[config.mk]
export PLATFORM = sky130hd
export DESIGN_NAME = mii_handover_mux
export DESIGN_NICKNAME = d
export VERILOG_FILES = /design/src/rtl/mii_handover_pkg.sv /design/src/rtl/ifg_timer.sv /design/src/rtl/handover_ctrl.sv /design/src/rtl/handover_datapath.sv /design/src/rtl/mii_handover_mux.sv
export SDC_FILE = /design/constraint.sdc
export NUM_CORES = 1
export LEC_CHECK = 0
export BUFFER_PORTS_ARGS = -buffer_cell sky130_fd_sc_hd__buf_2
export CORE_MARGIN = 2
export CORE_UTILIZATION = 37
export DETAILED_ROUTE_END_ITERATION = 7
export GPL_TIMING_DRIVEN = 0
export PLACE_DENSITY = 0.72
export SKIP_CTS_REPAIR_TIMING = 1
export SYNTH_ARGS = -nofsm -noshare
export SYNTH_HDL_FRONTEND = slang
export SYNTH_SLANG_ARGS = --single-unit
[constraint.sdc]
create_clock -name clk -period 1.5 [get_ports clk]
set_input_delay 0.15 -clock clk [delete_from_list [all_inputs] [get_ports clk]]
set_output_delay 0.15 -clock clk [all_outputs]
set_load 0.005 [all_outputs]
[src/rtl/mii_handover_pkg.sv]
package mii_handover_pkg;

  // number of MAC slots sharing the port
  localparam int SLOT_CNT = 2;

  // per-path progress of a hand-over
  typedef enum logic {
    PATH_IDLE = 1'b0,
    PATH_WAIT = 1'b1
  } pathState_t;

  // strobes from control to datapath: move a path to the other slot
  typedef struct packed {
    logic rxFlip;
    logic txFlip;
  } swapStrobes_t;

endpackage

[src/rtl/ifg_timer.sv]
module ifg_timer #(
  parameter int IFG_CLKS = 24
) (
  input  logic clk,
  input  logic rstN,
  input  logic lineBusy,
  output logic gapMet
);

  localparam int CNT_W = $clog2(IFG_CLKS + 1);
  localparam logic [CNT_W-1:0] CNT_MAX = CNT_W'(IFG_CLKS);

  logic [CNT_W-1:0] idleCnt;

  // counts idle cycles since the line last carried a frame, saturating
  always_ff @(posedge clk) begin
    if (!rstN)               idleCnt <= CNT_MAX;
    else if (lineBusy)       idleCnt <= '0;
    else if (idleCnt != CNT_MAX) idleCnt <= idleCnt + 1'b1;
  end

  assign gapMet = (idleCnt == CNT_MAX);

endmodule

[src/rtl/handover_ctrl.sv]
module handover_ctrl
  import mii_handover_pkg::*;
(
  input  logic         clk,
  input  logic         rstN,
  input  logic         swapReq,
  input  logic         phyRxDv,
  input  logic         phyTxEn,
  input  logic         curQueueEmpty,
  input  logic         gapMet,
  output swapStrobes_t strobes,
  output logic         swapDone
);

  pathState_t rxState, rxNext;
  pathState_t txState, txNext;
  logic accept, rxWant, txWant, armed;

  // a new hand-over is taken only when neither path has one outstanding
  assign accept = swapReq && (rxState == PATH_IDLE) && (txState == PATH_IDLE);
  assign rxWant = accept || (rxState == PATH_WAIT);
  assign txWant = accept || (txState == PATH_WAIT);

  always_comb begin
    strobes.rxFlip = rxWant && !phyRxDv;
    strobes.txFlip = txWant && curQueueEmpty && !phyTxEn && gapMet;
    rxNext = (rxWant && !strobes.rxFlip) ? PATH_WAIT : PATH_IDLE;
    txNext = (txWant && !strobes.txFlip) ? PATH_WAIT : PATH_IDLE;
  end

  always_ff @(posedge clk) begin
    if (!rstN) begin
      rxState <= PATH_IDLE;
      txState <= PATH_IDLE;
    end else begin
      rxState <= rxNext;
      txState <= txNext;
    end
  end

  // done: cleared on acceptance, set once both paths are settled
  always_ff @(posedge clk) begin
    if (!rstN) begin
      armed    <= 1'b0;
      swapDone <= 1'b0;
    end else if (accept) begin
      armed    <= 1'b1;
      swapDone <= 1'b0;
    end else if (armed && rxState == PATH_IDLE && txState == PATH_IDLE) begin
      armed    <= 1'b0;
      swapDone <= 1'b1;
    end
  end

endmodule

[src/rtl/handover_datapath.sv]
module handover_datapath
  import mii_handover_pkg::*;
#(
  parameter int DATA_W = 4
) (
  input  logic                             clk,
  input  logic                             rstN,
  input  swapStrobes_t                     strobes,
  input  logic                             phyRxDv,
  input  logic                             phyRxEr,
  input  logic [DATA_W-1:0]                phyRxD,
  output logic [SLOT_CNT-1:0]              macRxDv,
  output logic [SLOT_CNT-1:0]              macRxEr,
  output logic [SLOT_CNT-1:0][DATA_W-1:0]  macRxD,
  input  logic [SLOT_CNT-1:0]              macTxEn,
  input  logic [SLOT_CNT-1:0]              macTxEr,
  input  logic [SLOT_CNT-1:0][DATA_W-1:0]  macTxD,
  input  logic [SLOT_CNT-1:0]              macQueueEmpty,
  output logic [SLOT_CNT-1:0]              macTxHold,
  output logic                             phyTxEn,
  output logic                             phyTxEr,
  output logic [DATA_W-1:0]                phyTxD,
  output logic                             curQueueEmpty,
  output logic                             rxSel,
  output logic                             txSel
);

  // path owners; each strobe moves one path to the other slot
  always_ff @(posedge clk) begin
    if (!rstN) begin
      rxSel <= 1'b0;
      txSel <= 1'b0;
    end else begin
      if (strobes.rxFlip) rxSel <= ~rxSel;
      if (strobes.txFlip) txSel <= ~txSel;
    end
  end

  for (genvar g = 0; g < SLOT_CNT; g++) begin : g_slot
    logic ownsRx;
    assign ownsRx       = (rxSel == 1'(g));
    assign macRxDv[g]   = ownsRx && phyRxDv;
    assign macRxEr[g]   = ownsRx && phyRxEr;
    assign macRxD[g]    = ownsRx ? phyRxD : '0;
    assign macTxHold[g] = (txSel != 1'(g));
  end

  assign phyTxEn       = macTxEn[txSel];
  assign phyTxEr       = macTxEr[txSel];
  assign phyTxD        = macTxD[txSel];
  assign curQueueEmpty = macQueueEmpty[txSel];

endmodule

[src/rtl/mii_handover_mux.sv]
module mii_handover_mux
  import mii_handover_pkg::*;
#(
  parameter int DATA_W   = 4,
  parameter int IFG_CLKS = 24
) (
  input  logic                             clk,
  input  logic                             rstN,
  input  logic                             swapReq,
  input  logic                             phyRxDv,
  input  logic                             phyRxEr,
  input  logic [DATA_W-1:0]                phyRxD,
  output logic [SLOT_CNT-1:0]              macRxDv,
  output logic [SLOT_CNT-1:0]              macRxEr,
  output logic [SLOT_CNT-1:0][DATA_W-1:0]  macRxD,
  input  logic [SLOT_CNT-1:0]              macTxEn,
  input  logic [SLOT_CNT-1:0]              macTxEr,
  input  logic [SLOT_CNT-1:0][DATA_W-1:0]  macTxD,
  input  logic [SLOT_CNT-1:0]              macQueueEmpty,
  output logic [SLOT_CNT-1:0]              macTxHold,
  output logic                             phyTxEn,
  output logic                             phyTxEr,
  output logic [DATA_W-1:0]                phyTxD,
  output logic                             swapDone
);

  swapStrobes_t strobes;
  logic gapMet, curQueueEmpty, rxSel, txSel;

  ifg_timer #(.IFG_CLKS(IFG_CLKS)) i_ifg_timer (
    .clk      (clk),
    .rstN     (rstN),
    .lineBusy (phyTxEn),
    .gapMet   (gapMet)
  );

  handover_ctrl i_handover_ctrl (
    .clk           (clk),
    .rstN          (rstN),
    .swapReq       (swapReq),
    .phyRxDv       (phyRxDv),
    .phyTxEn       (phyTxEn),
    .curQueueEmpty (curQueueEmpty),
    .gapMet        (gapMet),
    .strobes       (strobes),
    .swapDone      (swapDone)
  );

  handover_datapath #(.DATA_W(DATA_W)) i_handover_datapath (
    .clk           (clk),
    .rstN          (rstN),
    .strobes       (strobes),
    .phyRxDv       (phyRxDv),
    .phyRxEr       (phyRxEr),
    .phyRxD        (phyRxD),
    .macRxDv       (macRxDv),
    .macRxEr       (macRxEr),
    .macRxD        (macRxD),
    .macTxEn       (macTxEn),
    .macTxEr       (macTxEr),
    .macTxD        (macTxD),
    .macQueueEmpty (macQueueEmpty),
    .macTxHold     (macTxHold),
    .phyTxEn       (phyTxEn),
    .phyTxEr       (phyTxEr),
    .phyTxD        (phyTxD),
    .curQueueEmpty (curQueueEmpty),
    .rxSel         (rxSel),
    .txSel         (txSel)
  );

endmodule

==> flow_summary_export.csv <==
group,metric,value,unit
power_and_ir_drop,vdd_drop_max,0.524,mV
worst_setup_path,worst-path-max-fanout,9,
clock_tree,cts_root_buf,"sky130_fd_sc_hd__clkbuf_4",
floorplan,die-width,46.5,µm
grt,grtUsageTotal,13.6,%
yosys,synth_async_sr_flop_share,0,%
yosys,post_synth_num_cell_types,26,
yosys,synth_seq_area_share,33.0,%
worst_setup_path,worst_setup_path_end_kind,"output pin",
timing,grt_setup_unrepaired,"no",
worst_setup_path,crit_arrival,1250,ps
grt,grt_overflow,0,
place,placed_cell_area,915,µm²
power_and_ir_drop,internal-power,525,µW
power_and_ir_drop,p_seq_share,45.4,%
worst_setup_path,worst_setup_path_startpoint,"i_handover_datapath.txSel",
clock_tree,clkLatencyLatePin,270,ps
cells_and_area,stdcell_area,942,µm²
worst_hold_path,hold_path.class,"in2reg",
timing,timing.slew.headroom,80.2,%
yosys,mappedNetlistArea,668,µm²
floorplan,core_area,1710,µm²
outcome,outcome,"completed",
grt,vias_in_the_first_global_route,514,
worst_setup_path,reg2reg_from,"i_ifg_timer.idleCnt[0]",
yosys,syn-instance-count,73,
yosys,synth_fp_nets,98,
detailed_routing,post_drt_via_cell_ratio,4.39,
clock_tree,clkSinkCount,11,
place,globalplace.congestion,0.680,
cells_and_area,area_growth_syn_to_fin,41.0,%
yosys,yosys_most_used_dff,"sky130_fd_sc_hd__dfxtp_1",
cells_and_area,final.fill_count,177,
grt,antenna_found_initial,0,
clock_tree,cts_max_path_buffers,2,
floorplan,ioPinCount,44,
detailed_routing,drc_errors,0,
power_and_ir_drop,cellLeakagePower,0.000468,µW
timing,finalSetupViolCount,0,
detailed_routing,detail_route.first_pass.iterations,4,
worst_setup_path,start_kind,"flip-flop",
timing,slew_violations,0,
clock_tree,tritoncts.num_buffers,3,
worst_setup_path,setup.worst_path.class,"reg2out",
cells_and_area,seqCellArea,220,µm²
detailed_routing,post_route_wl,1410,µm
floorplan,fp.dieArea,2160,µm²
floorplan,die_h,46.5,µm
grt,grt_pass1_wl,2040,µm
worst_setup_path,cp-endpoint,"phyTxD[3]",
floorplan,floorplan.rows,15,
detailed_routing,routedWlPerCell,9.72,µm
timing,final.setup.tns,0,ps
timing,hold_violations,0,
clock_tree,cts_tree,"built",
yosys,synth_edf_count,0,
place,port-buffer-count,43,
detailed_routing,num_vias,636,
worst_setup_path,crit-reg2reg-capture,"i_handover_datapath.txSel",
worst_setup_path,worst_endpoint_required_time,1350,ps
timing,timing.final.crit_share,93.1,%
yosys,average_size_of_a_mapped_cell,9.15,µm²
cells_and_area,finish.cell_count_without_fillers,145,
cells_and_area,multi_input_gate_area,412,µm²
floorplan,initial_core_utilization,39.1,%
power_and_ir_drop,power.share.switching,27.8,%
timing,timing_worst_slew_pin_value,297,ps
place,numPlacedInstances,141,
worst_setup_path,setup.reg_to_reg.worst_slack,120,ps
clock_tree,cts.reportedPaths.clkPinSlew,70,ps
cells_and_area,fin_nets,146,
detailed_routing,first_iter_violations,7,
cells_and_area,finalCoreUtilization,55.2,%
job,maxCapViolCount,0,
yosys,synth-seq-cells,11,
power_and_ir_drop,power-per-cell-area,772,nW/µm²
cells_and_area,final_layout_size_suffix_gt1_share,48.3,%
place,detailed_place_hpwl,1190,µm
yosys,number_of_warning_messages_in_the_yosys_log,0,
power_and_ir_drop,p_switching,202,µW
timing,finalClockSkew,4.20,ps
timing,max_freq,0.716,GHz
power_and_ir_drop,clock_power_share,27.7,%
grt,grt_start_max_net_pins,11,
power_and_ir_drop,combPwrFrac,26.9,%
clock_tree,clock_tree.htree_level_count,1,
worst_setup_path,worstRegToRegCells,6,
timing,layout_min_cycle_time,1400,ps
cells_and_area,antennaDiodeCount,0,
detailed_routing,ant_nets,0,
metal layers:
layer,wire length (µm),vias to the layer above,track usage (%)
li1,-,338,-
met1,585,288,14.4
met2,760,8,23.6
met3,54,2,5.88
met4,10,0,5.14
met5,0,-,0
power by group through the flow:
stage	Sequential, µW	Combinational, µW	Clock, µW
after floorplan	333	113	0
after global routing	333	218	225
final	330	196	202
after global placement	336	192	0
after detailed placement	337	197	0
after CTS	330	198	213
cell usage in the layout, fill, tap and decap left out:
cell	count
sky130_fd_sc_hd__buf_2	43
sky130_fd_sc_hd__dfxtp_1	11
sky130_fd_sc_hd__nor2b_1	8
sky130_fd_sc_hd__and2_1	8
sky130_fd_sc_hd__mux2_2	5
sky130_fd_sc_hd__nand2_1	5
sky130_fd_sc_hd__nor2_1	4
sky130_fd_sc_hd__inv_1	3
sky130_fd_sc_hd__o21ai_0	3
sky130_fd_sc_hd__xnor2_1	3
sky130_fd_sc_hd__clkbuf_4	3
sky130_fd_sc_hd__clkbuf_1	2
sky130_fd_sc_hd__a21oi_1	2
sky130_fd_sc_hd__nor3_1	2
sky130_fd_sc_hd__nand3_1	2
sky130_fd_sc_hd__xor2_1	2
sky130_fd_sc_hd__o211a_1	2
sky130_fd_sc_hd__ha_1	2
sky130_fd_sc_hd__buf_6	1
sky130_fd_sc_hd__mux2i_4	1
sky130_fd_sc_hd__inv_2	1
sky130_fd_sc_hd__nand4b_1	1
sky130_fd_sc_hd__and4b_2	1
sky130_fd_sc_hd__a21boi_0	1
sky130_fd_sc_hd__o21bai_1	1
sky130_fd_sc_hd__mux2_4	1
sky130_fd_sc_hd__o2111ai_2	1
sky130_fd_sc_hd__buf_4	1
cell usage after synthesis (2+ instances only):
library cell | count | area (µm²)
sky130_fd_sc_hd__nor2b_1 | 8 | 50.1
sky130_fd_sc_hd__nor2_1 | 4 | 15.0
sky130_fd_sc_hd__nor3_1 | 2 | 10.0
sky130_fd_sc_hd__a21oi_1 | 2 | 10.0
sky130_fd_sc_hd__o21ai_0 | 3 | 15.0
sky130_fd_sc_hd__nand2_1 | 5 | 18.8
sky130_fd_sc_hd__mux2_2 | 5 | 56.3
sky130_fd_sc_hd__inv_1 | 3 | 11.3
sky130_fd_sc_hd__and2_1 | 8 | 50.1
sky130_fd_sc_hd__xnor2_1 | 3 | 26.3
sky130_fd_sc_hd__dfxtp_1 | 11 | 220
sky130_fd_sc_hd__nand3_1 | 2 | 10.0
sky130_fd_sc_hd__xor2_1 | 2 | 17.5
sky130_fd_sc_hd__ha_1 | 2 | 25.0
sky130_fd_sc_hd__o211a_1 | 2 | 20.0
through the flow:
stage / hold WS [ps] / setup slack [ps] / power [µW]
floorplan: 226 / 205 / 446
global placement: 415 / 124 / 528
detailed placement: 424 / 77.7 / 534
CTS: 148 / 69.8 / 741
global route: 140 / 17.5 / 777
finish: 151 / 104 / 727
worst min-delay path by stage:
stage / start / cells after the start / endpoint
finish: phyRxDv / 2 / i_handover_ctrl.rxState
global route: phyRxDv / 2 / i_handover_ctrl.rxState
CTS: phyRxDv / 2 / i_handover_ctrl.rxState
detailed placement: rstN / 2 / i_ifg_timer.idleCnt[3]
global placement: rstN / 2 / i_ifg_timer.idleCnt[4]
floorplan: rstN / 1 / i_ifg_timer.idleCnt[3]
cell families (layout without fill, tap and decap cells):
family	after synthesis	after routing	synth area share, %
simple gates	31	31	25.8
compound gates	10	10	11.2
flops	11	11	33.0
mux	7	7	14.0
fa+ha+maj	2	2	3.74
xor+xnor	5	5	6.56
buf+inv	7	54	5.62
registers in the layout (all words and copies together), names as in the netlist:
signal                     flops
i_handover_ctrl.armed          1
i_handover_ctrl.rxState        1
i_handover_ctrl.swapDone       1
i_handover_datapath.rxSel      1
i_handover_datapath.txSel      1
i_handover_ctrl.txState        1
i_ifg_timer.idleCnt            5
critical path: stages (launching register included):
cell and delay [ps]:
sky130_fd_sc_hd__dfxtp_1 350, sky130_fd_sc_hd__buf_6 160, sky130_fd_sc_hd__mux2_2 340, sky130_fd_sc_hd__buf_2 130
cell type report:
cell class              instances  share of cell area, %
plain buffers                   3                   2.39
clock buffers                   4                   2.79
inverters                       4                   1.59
multi-input cells              55                   43.7
flip-flops and latches         11                   23.4
well taps                      25                   3.32
repair buffers                 43                   22.8
Power figures use the tool's default switching activity.
